File: src/rtl/incw_pkg.sv
package incw_pkg;

    typedef enum logic {
        DEST_REG = 1'b0,
        DEST_ACC = 1'b1
    } dest_e;

    typedef struct packed {
        logic l;
        logic e;
        logic u;
        logic n;
        logic z;
        logic v;
        logic c;
    } flags_t;

endpackage

File: src/rtl/incw_inc_field.sv
module incw_inc_field #(
    parameter int W = 20
) (
    input  logic [W-1:0] a_i,
    output logic [W-1:0] sum_o,
    output logic         carry_o,
    output logic         ovf_o
);
    localparam logic [W-1:0] MAX_POS = {1'b0, {(W-1){1'b1}}};

    always_comb begin
        sum_o   = a_i + {{(W-1){1'b0}}, 1'b1};
        carry_o = &a_i;
        ovf_o   = (a_i == MAX_POS);
    end
endmodule

File: src/rtl/incw_flag_gen.sv
module incw_flag_gen
    import incw_pkg::*;
#(
    parameter int EXT_W = 4,
    parameter int MSP_W = 16,
    parameter int LSP_W = 16,
    parameter int REG_W = 16,
    localparam int ACC_W = EXT_W + MSP_W + LSP_W,
    localparam int UP_W  = EXT_W + MSP_W
) (
    input  dest_e             dest_i,
    input  logic [ACC_W-1:0]  acc_res_i,
    input  logic              acc_carry_i,
    input  logic              acc_ovf_i,
    input  logic [REG_W-1:0]  reg_res_i,
    input  logic              reg_carry_i,
    input  logic              reg_ovf_i,
    output flags_t            flags_o
);
    localparam int SIGN_POS = ACC_W - EXT_W - 1;

    logic [EXT_W:0] ext_win;
    logic           ext_same;

    always_comb begin
        ext_win  = acc_res_i[ACC_W-1:SIGN_POS];
        ext_same = (&ext_win) | ~(|ext_win);
        flags_o  = '0;
        if (dest_i == DEST_ACC) begin
            flags_o.n = acc_res_i[ACC_W-1];
            flags_o.z = ~(|acc_res_i[ACC_W-1:ACC_W-UP_W]);
            flags_o.c = acc_carry_i;
            flags_o.v = acc_ovf_i;
            flags_o.e = ~ext_same;
            flags_o.u = (acc_res_i[SIGN_POS] == acc_res_i[SIGN_POS-1]);
        end else begin
            flags_o.n = reg_res_i[REG_W-1];
            flags_o.z = ~(|reg_res_i);
            flags_o.c = reg_carry_i;
            flags_o.v = reg_ovf_i;
        end
        flags_o.l = flags_o.v;
    end
endmodule

File: src/rtl/incw_unit.sv
module incw_unit
    import incw_pkg::*;
#(
    parameter int EXT_W = 4,
    parameter int MSP_W = 16,
    parameter int LSP_W = 16,
    parameter int REG_W = 16,
    localparam int ACC_W = EXT_W + MSP_W + LSP_W,
    localparam int UP_W  = EXT_W + MSP_W
) (
    input  logic             clk,
    input  logic             rst_n,
    input  logic             start_i,
    input  logic             acc_sel_i,
    input  logic [ACC_W-1:0] opnd_i,
    output logic [ACC_W-1:0] res_o,
    output logic             flag_l_o,
    output logic             flag_e_o,
    output logic             flag_u_o,
    output logic             flag_n_o,
    output logic             flag_z_o,
    output logic             flag_v_o,
    output logic             flag_c_o,
    output logic             done_o
);
    typedef struct packed {
        logic [ACC_W-1:0] res;
        flags_t           flags;
        logic             done;
    } state_t;

    state_t st_d, st_q;

    dest_e            dest;
    logic [UP_W-1:0]  up_sum;
    logic             up_carry, up_ovf;
    logic [REG_W-1:0] reg_sum;
    logic             reg_carry, reg_ovf;
    logic [ACC_W-1:0] acc_res;
    flags_t           flags_nx;

    assign dest = acc_sel_i ? DEST_ACC : DEST_REG;

    incw_inc_field #(.W(UP_W)) u_up_inc (
        .a_i     (opnd_i[ACC_W-1:LSP_W]),
        .sum_o   (up_sum),
        .carry_o (up_carry),
        .ovf_o   (up_ovf)
    );

    incw_inc_field #(.W(REG_W)) u_reg_inc (
        .a_i     (opnd_i[REG_W-1:0]),
        .sum_o   (reg_sum),
        .carry_o (reg_carry),
        .ovf_o   (reg_ovf)
    );

    assign acc_res = {up_sum, opnd_i[LSP_W-1:0]};

    incw_flag_gen #(
        .EXT_W (EXT_W),
        .MSP_W (MSP_W),
        .LSP_W (LSP_W),
        .REG_W (REG_W)
    ) u_flags (
        .dest_i      (dest),
        .acc_res_i   (acc_res),
        .acc_carry_i (up_carry),
        .acc_ovf_i   (up_ovf),
        .reg_res_i   (reg_sum),
        .reg_carry_i (reg_carry),
        .reg_ovf_i   (reg_ovf),
        .flags_o     (flags_nx)
    );

    always_comb begin
        st_d      = st_q;
        st_d.done = start_i;
        if (start_i) begin
            st_d.flags = flags_nx;
            if (dest == DEST_ACC) begin
                st_d.res = acc_res;
            end else begin
                st_d.res = {{(ACC_W-REG_W){1'b0}}, reg_sum};
            end
        end
    end

    always_ff @(posedge clk or negedge rst_n) begin
        if (!rst_n) begin
            st_q <= '0;
        end else begin
            st_q <= st_d;
        end
    end

    assign res_o    = st_q.res;
    assign flag_l_o = st_q.flags.l;
    assign flag_e_o = st_q.flags.e;
    assign flag_u_o = st_q.flags.u;
    assign flag_n_o = st_q.flags.n;
    assign flag_z_o = st_q.flags.z;
    assign flag_v_o = st_q.flags.v;
    assign flag_c_o = st_q.flags.c;
    assign done_o   = st_q.done;
endmodule

File: config.mk
export PLATFORM = sky130hd
export DESIGN_NAME = incw_unit
export DESIGN_NICKNAME = d
export VERILOG_FILES = /design/src/rtl/incw_pkg.sv /design/src/rtl/incw_inc_field.sv /design/src/rtl/incw_flag_gen.sv /design/src/rtl/incw_unit.sv
export SDC_FILE = /design/constraint.sdc
export NUM_CORES = 1
export LEC_CHECK = 0
export BUFFER_PORTS_ARGS = -buffer_cell sky130_fd_sc_hd__buf_2
export CAP_MARGIN = 20
export CELL_PAD_IN_SITES_DETAIL_PLACEMENT = 2
export CELL_PAD_IN_SITES_GLOBAL_PLACEMENT = 2
export CORE_MARGIN = 5
export CORE_UTILIZATION = 30
export DETAILED_ROUTE_END_ITERATION = 10
export PLACE_DENSITY = 0.79
export SLEW_MARGIN = 20
export SYNTH_ARGS = -nofsm -noshare
export SYNTH_HDL_FRONTEND = slang
export SYNTH_SLANG_ARGS = --single-unit
File: constraint.sdc
create_clock -name clk -period 1 [get_ports clk]
set_input_delay 0 -clock clk [delete_from_list [all_inputs] [get_ports clk]]
set_output_delay 0 -clock clk [all_outputs]
set_load 0.005 [all_outputs]
Yosys cells after proc, flatten, opt, wreduce, memory -nomap -nowiden
Index checks and enable logic that the tools add are counted.
Widths: inputs -> output; s select.
{"block": "word_totals", "ff_bits": 43, "latch_bits": 0, "mem_bits_rw": 0, "romBits": 0, "word_cells": 28, "memories": 0}
{"block": "classes", "n_addsub": 2, "mul": 0, "div": 0, "magnitude_cmp": 0, "n_eq_ne": 3, "n_shift": 0, "muxes": 4, "n_bitwise": 5, "n_reduce_logical": 6}
{"operator": "$mux 36", "count": 1}
{"operator": "$add 20x1->20 const B", "count": 1}
{"operator": "$eq 20x19->1 const B", "count": 1}
{"operator": "$reduce_and 20->1", "count": 1}
{"operator": "$reduce_or 20->1", "count": 1}
{"operator": "$add 16x1->16 const B", "count": 1}
{"operator": "$eq 16x15->1 const B", "count": 1}
{"operator": "$reduce_and 16->1", "count": 1}
{"operator": "$reduce_or 16->1", "count": 1}
{"operator": "$reduce_and 5->1", "count": 1}
{"operator": "$reduce_or 5->1", "count": 1}
{"operator": "$mux 4", "count": 1}
{"operator": "$not 1->1", "count": 4}
{"operator": "$mux 2", "count": 1}
{"operator": "$eq 1x1->1", "count": 1}
{"operator": "$mux 1", "count": 1}
{"operator": "$or 1x1->1", "count": 1}

Longest topological paths before layout
Gate-level depths: netlist of run 1.
{"block": "logic_depth", "ltp_word": 6, "ltp_mapped": 10}

Cells and area by module
A second synthesis of run 1 with hierarchy kept.
{"block": "hier_totals", "cells_unflattened": 297, "hier_area_um2": 2720.1}
{"module": "incw_unit", "n_inst": 1, "cells_per_inst": 172, "area_per_inst_um2": 1846.8}
{"module": "incw_inc_field at u_up_inc", "n_inst": 1, "cells_per_inst": 54, "area_per_inst_um2": 386.6}
{"module": "incw_inc_field at u_reg_inc", "n_inst": 1, "cells_per_inst": 45, "area_per_inst_um2": 314.1}
{"module": "incw_flag_gen", "n_inst": 1, "cells_per_inst": 26, "area_per_inst_um2": 172.7}

Worst setup path after synthesis of run 1
Ideal clock, no wire load.
{"block": "synth_timing", "path_type": "input port to flip-flop", "startpoint": "input port opnd_i[16]", "endpoint": "register st_q, in the netlist flag_z_o", "arrival_time_ns": 1.777, "setup_slack_ns": -0.843, "path_stages": 10, "path_buffers": 0, "cell_sequence": "ha_1 nand2_1 nor3_4 nand4_1 xor2_1 ha_1 o2111ai_1 a221o_1 nor4b_1 a221o_1"}
{"block": "synth_via", "elab_chain_len": 4}
{"element": "start: declaration", "line_no": "incw_unit.sv:15", "source": "input logic [ACC_W-1:0] opnd_i,"}
{"element": "$add 20x1->20", "line_no": "incw_inc_field.sv:12", "source": "sum_o = a_i + {{(W-1){1'b0}}, 1'b1};"}
{"element": "$reduce_or 20->1", "line_no": "incw_flag_gen.sv:31", "source": "flags_o.z = ~(|acc_res_i[ACC_W-1:ACC_W-UP_W]);"}
{"element": "$not 1->1", "line_no": "incw_flag_gen.sv:31"}
{"element": "$mux 4", "line_no": "incw_flag_gen.sv:29", "source": "if (dest_i == DEST_ACC) begin"}
{"element": "end signal: assignment", "line_no": "incw_unit.sv:93", "source": "st_q <= st_d;"}
{"element": "end: declaration", "line_no": "incw_unit.sv:32", "source": "state_t st_d, st_q;"}
No other way between the ends.
A chain may end at the register's enable or synchronous reset.

Final worst setup path of run 1
{"block": "layout_timing", "startpoint": "input port opnd_i[17]", "endpoint": "register st_q, in the netlist flag_z_o"}
The elaborated chain is that of the path after synthesis.

==> results of run 1 <==
[per-layer routing]
| metal | vias up | wire (um) |
|---|---|---|
| li1 | 1322 | - |
| met1 | 1396 | 4300 |
| met2 | 77 | 6380 |
| met3 | 17 | 430 |
| met4 | 0 | 296 |
| met5 | - | 0 |
[report_power, final]
| group | switching, uW | internal, uW |
|---|---|---|
| Clock | 643 | 492 |
| Sequential | 90.1 | 1890 |
| Combinational | 601 | 611 |
[stage by stage]
stage                     setup slack [ns]  setup TNS, ns  total power (uW)  instance area, um^2  hold WS (ns)
after floorplan                     -0.775          -2.10              2420                 2730        -0.296
after global placement              -0.828          -9.35              3030                 3800       0.00125
after detailed placement             -1.06         -12.01              3100                 3800        0.0177
after CTS                           -0.585          -1.47              4340                 4160        0.0113
after global routing                -0.682          -2.38              4590                 4260       0.00315
final                               -0.638          -1.87              4320                 4260        0.0180
[worst min-delay path, delay by kind of cell]
kind | cells | cell delay (ns)
compound gates | 1 | 0.09
buf+inv | 1 | 0.09
simple gates | 1 | 0.10
[what timing repair did]
item                                    in CTS  in global routing
hold endpoints to repair                    43                  0
endpoints found under the setup margin      19                 21
pin swaps                                   23                 15
setup buffers                               13                  5
hold buffers                                 1                  0
resized for setup                           50                 20
[registers in the layout, summed over array words and instances (netlist names)]
signal,count
done_o,1
flag_c_o,1
flag_e_o,1
flag_n_o,1
flag_u_o,1
flag_v_o,1
flag_z_o,1
res_o,36
[synth_stat cells (7+ instances only)]
cell type	instances
dfrtp_1	43
nor2_1	24
nand2_1	21
xnor2_1	21
xor2_1	18
nand3_1	17
a21oi_1	16
clkbuf_1	12
o2bb2ai_1	10
a22o_1	9
inv_1	9
nor3_1	8
and3_1	7
[cell families after synthesis]
group	after synthesis	synth area share, %
simple gates	108	22.4
buf+inv	25	3.84
fa+ha+maj	3	1.44
compound gates	58	16.3
flops	43	41.3
xor+xnor	39	13.1
mux	4	1.59
[worst paths after layout]
check	from	endpoint	slack (ns)	cells after the start
setup / recovery	opnd_i[17]	flag_z_o	-0.64	11
hold / removal	opnd_i[16]	res_o[16]	0.02	3
setup reg to reg	flag_z_o	flag_z_o	0.10	1
hold reg to reg	res_o[31]	res_o[31]	0.49	1
max in group asynchronous	rst_n	res_o[6]	0.57	3
min in group asynchronous	rst_n	res_o[29]	0.21	3
[layout make-up]
class / instances / area [um^2]
clock buffer: 7 / 76.3
inverter: 9 / 33.8
fill: 952 / 4330
tap: 108 / 135
clock inverter: 1 / 5.00
sequential: 43 / 1080
timing repair buffer: 170 / 1270
multi-input combinational: 212 / 1670
==> results_dict.tcl, run 1 <==
set metrics [dict create \
    status "finished with violations" \
    violations "negative setup slack" \
    grt_use_met1_pct 23.2 \
    yosysTopAreaCell "dfrtp_1" \
    crit_buf_inv 2 \
    area_growth_pct 63.8 \
    grt_max_degree 44 \
    h-tree-depth 2 \
    final_common_cell "buf_4" \
    gp_congestion 0.831 \
    p_per_area_mw_per_mm2 1010 \
    fin_skew_ns 0 \
    dr.pass1.iters 4 \
    n_antenna_cell 0 \
    ys.flop_type "dfrtp_1" \
    fin_nets 484 \
    min_period_over_period_pct 164 \
    cp.required_ns 1.25 \
    ir_drop_uv 571 \
    crit_chain "buf_8 > buf_6 > nand3_4 > nor3_4 > nand3_2 > xor2_2 > ha_2 > o2111ai_2 > a221o_1 > nor4b_2 > a221o_1" \
    critPathTopFamily "simple AND/OR/NAND/NOR gates" \
    hold_violations 0 \
    die_w_um 103 \
    cpMostUsedCell "a221o_1" \
    fin_util_pct 49.6 \
    use_met2_pct 42.2 \
    worst_pin_slew_ns 0.434 \
    track_usage_pct 21.4 \
    relSlewSlack_pct 70.8 \
    antenna_found_initial 0 \
    place_inst 529 \
    grt-busiest-layer "met2" \
    wl_um 11400 \
    grt.met3_usage_pct 3.32 \
    critPathKind "input pin to register" \
    vias 2812 \
    cpPeakStageDelay_ns 0.28 \
    drive_gt1_share_pct 50.5 \
    wl_per_cell_um 20.7 \
    cap_violations 0 \
    syn-instance-count 280 \
    rsz0062_at_grt "true" \
    cts_sinks 43 \
    die_area_mm2 0.0106 \
    grt_first_pass_wirelength_um 17300 \
    insertion_delay_ns 0.30 \
    num_rows 34 \
    synth_edf_count 0 \
    final_cells 550 \
    arrival_ns 1.89 \
    start_util_pct 30.3 \
    startpoint_type "input pin" \
    p_leak_uw 0.00197 \
    yosysSeqAreaShare_pct 41.3 \
    coreArea_mm2 0.00859 \
    layout_setup_ws_ns -0.638 \
    cts_inserted_buffers 5 \
    drtIter0Drc 64 \
    syn_nets 323 \
    dp_hpwl_um 8040 \
    async_reset_ff_share_pct 100 \
    yosysWarnings 0 \
    fmax_ghz 0.610 \
    ys_ff_latch 43 \
    die_h_um 103 \
    port_buffers 83 \
    crit_slowest_cell "a221o_1" \
    ant_nets 0 \
    cts_tree "done" \
    yosysUniqueCellTypes 47 \
    slew_viol_final 0 \
    period_minus_slack_ns 1.64 \
    via_per_inst 5.11 \
    ios 84 \
    layout_common_cells "73 x buf_4, 68 x buf_2, 43 x dfrtp_1" \
    syn_area_mm2 0.00260 \
    worstPathMaxFanout 3 \
    cts_buffer_depth 2 \
    synthTopCellsByArea "dfrtp_1 41%, xnor2_1 7.1%, xor2_1 6.1%" \
    drc 0 \
    synth_top_area_share_pct 41.3 \
    grt_pass1_vias 3265 \
    clk_pin_slew_ns 0.09 \
    hold_path_class "input pin to register" \
    root_buffer "clkbuf_8" \
    grt.overflow.total 0 \
    setup_viol 11 \
    avgSynthCellArea_um2 9.30 \
    endpoint_kind "register" \
]
No activity file was read; power rests on OpenSTA's default activity.
==> run 2: changes to the inputs <==
Settings changed: SETUP_SLACK_MARGIN set to 0.15.
Clock period 1 ns to 1.8 ns, I/O delays scaled along.
==> results_dict.tcl, run 2 (synthesis results as in run 1) <==
set metrics [dict create \
    startpoint "opnd_i[17]" \
    insertion_delay_ns 0.29 \
    ir_drop_uv 299 \
    multi_input_area_mm2 0.00149 \
    n_fill_cell 993 \
    ff_latch_area_mm2 0.00108 \
    p_per_area_mw_per_mm2 629 \
    ant_nets 0 \
    fin_util_pct 40.9 \
    worstReg2RegStart "flag_z_o" \
    wl_per_cell_um 18.4 \
    fin_skew_ns 0 \
    worstSetupEndpoint "flag_z_o" \
    endpoint_kind "register" \
    antenna_found_initial 0 \
    area_growth_pct 34.8 \
    share_clk_of_total_power_pct 26.6 \
    drive_gt1_share_pct 35.7 \
    n_antenna_cell 0 \
    track_usage_pct 17.0 \
    grt.overflow.total 0 \
    die_w_um 103 \
    cap_violations 0 \
    cts_buffer_depth 2 \
    cts_sinks 43 \
    drtIter0Drc 41 \
    via_per_inst 5.19 \
    crit_slowest_cell "a221o_1" \
    final_common_cell "buf_2" \
    root_buffer "clkbuf_8" \
    die_area_mm2 0.0106 \
    cpPeakStageDelay_ns 0.30 \
    hold_violations 0 \
    start_util_pct 30.3 \
    grt_first_pass_wirelength_um 14200 \
    worstPathMaxFanout 3 \
    die_h_um 103 \
    cpMostUsedCell "a221o_1" \
    grt_pass1_vias 2855 \
    place_inst 482 \
    total_power_uw 2210 \
    vias 2567 \
    critPathKind "input pin to register" \
    period_minus_slack_ns 1.69 \
    comb_power_share_pct 23.8 \
    largest_register_ffs 36 \
    h-tree-depth 2 \
    gp_congestion 0.809 \
    crit_chain "buf_8 > ha_4 > nand2_4 > nor3_4 > nand4_1 > xor2_2 > ha_2 > o2111ai_2 > a221o_1 > nor4b_2 > a221o_1" \
    dp_hpwl_um 7090 \
    rsz0062_at_grt "true" \
    cp.required_ns 2.03 \
    grt_max_degree 43 \
    slew_viol_final 0 \
    min_period_over_period_pct 94.1 \
    final_cells 495 \
    startpoint_type "input pin" \
    relSlewSlack_pct 64.2 \
    wl_um 9130 \
    intPower_uw 1550 \
    cts_tree "done" \
    hold_path_depth 3 \
    fmax_ghz 0.590 \
    arrival_ns 1.92 \
    fin_nets 431 \
    dr.pass1.iters 4 \
    hold_path_class "input pin to register" \
    coreArea_mm2 0.00859 \
    port_buffers 83 \
    switching_power_uw 657 \
    r2r_cells 1 \
    p_leak_uw 0.00159 \
    layout_common_cells "81 x buf_2, 43 x dfrtp_1, 31 x buf_4" \
    seqPwrFrac_pct 49.6 \
    clk_pin_slew_ns 0.08 \
    setup_tns_ns 0 \
    ios 84 \
    status "completed" \
    drc 0 \
    reg2reg_setup_slack_ns 0.96 \
    cts_inserted_buffers 5 \
    netSwitchingFraction_pct 29.7 \
    setup_viol 0 \
    r2r-end "flag_z_o" \
    num_rows 34 \
    worst_pin_slew_ns 0.533 \
]
run 2: what timing repair did:
| item | 4_1_cts | 5_1_grt |
|---|---|---|
| setup buffers | 1 | 4 |
| hold buffers | 2 | 0 |
| hold endpoints to repair | 22 | 0 |
| pin swaps | 1 | 6 |
| endpoints found under the setup margin | 1 | 1 |
| resized for setup | 1 | 10 |
run 2: final cells by class:
| type | count | area share (%) |
|---|---|---|
| multi-input cells | 212 | 42.3 |
| clock buffers | 6 | 2.07 |
| repair buffers | 117 | 20.2 |
| well taps | 108 | 3.85 |
| flip-flops and latches | 43 | 30.6 |
| inverters | 9 | 0.962 |
run 2: worst max-delay path: cells and delay by family:
kind,cells,cell delay [ns]
AND/OR/NAND/NOR,4,0.71
XOR/XNOR,1,0.22
AO/OA/AOI/OAI,3,0.55
buffers and inverters,1,0.08
adder cells (fa/ha/maj),2,0.35
run 2: power groups by stage:
stage	Sequential, uW	Combinational (uW)	Clock [uW]
after detailed placement	1120	512	0
after floorplan	1120	213	0
after global placement	1110	487	0
final	1100	526	588
after CTS	1100	521	621
after global routing	1110	586	669
run 2: per-stage QoR:
stage               worst slack (ns)  area (um^2)  hold slack [ns]
finish                         0.106         3510           0.0243
global route                 -0.0248         3510           0.0283
CTS                            0.164         3430           0.0143
detailed placement            -0.201         3330           0.0168
global placement             -0.0702         3330           0.0149
floorplan                     0.0113         2630           -0.296
run 2: routing by layer:
| layer | vias to the layer above | wire [um] | global-route usage, % |
|---|---|---|---|
| li1 | 1212 | - | - |
| met4 | 0 | 92 | 2.99 |
| met3 | 8 | 398 | 2.64 |
| met5 | - | 0 | 0 |
| met1 | 1287 | 3760 | 19.7 |
| met2 | 60 | 4880 | 33.1 |
run 2: how the worst min path moves through the flow:
| stage | start | end | slack (ns) |
|---|---|---|---|
| after floorplan | rst_n | done_o | -0.30 |
| after global placement | rst_n | res_o[21] | 0.01 |
| after detailed placement | rst_n | res_o[21] | 0.02 |
| after CTS | opnd_i[15] | flag_c_o | 0.01 |
| after global routing | opnd_i[16] | res_o[16] | 0.03 |
| final | opnd_i[16] | res_o[16] | 0.02 |
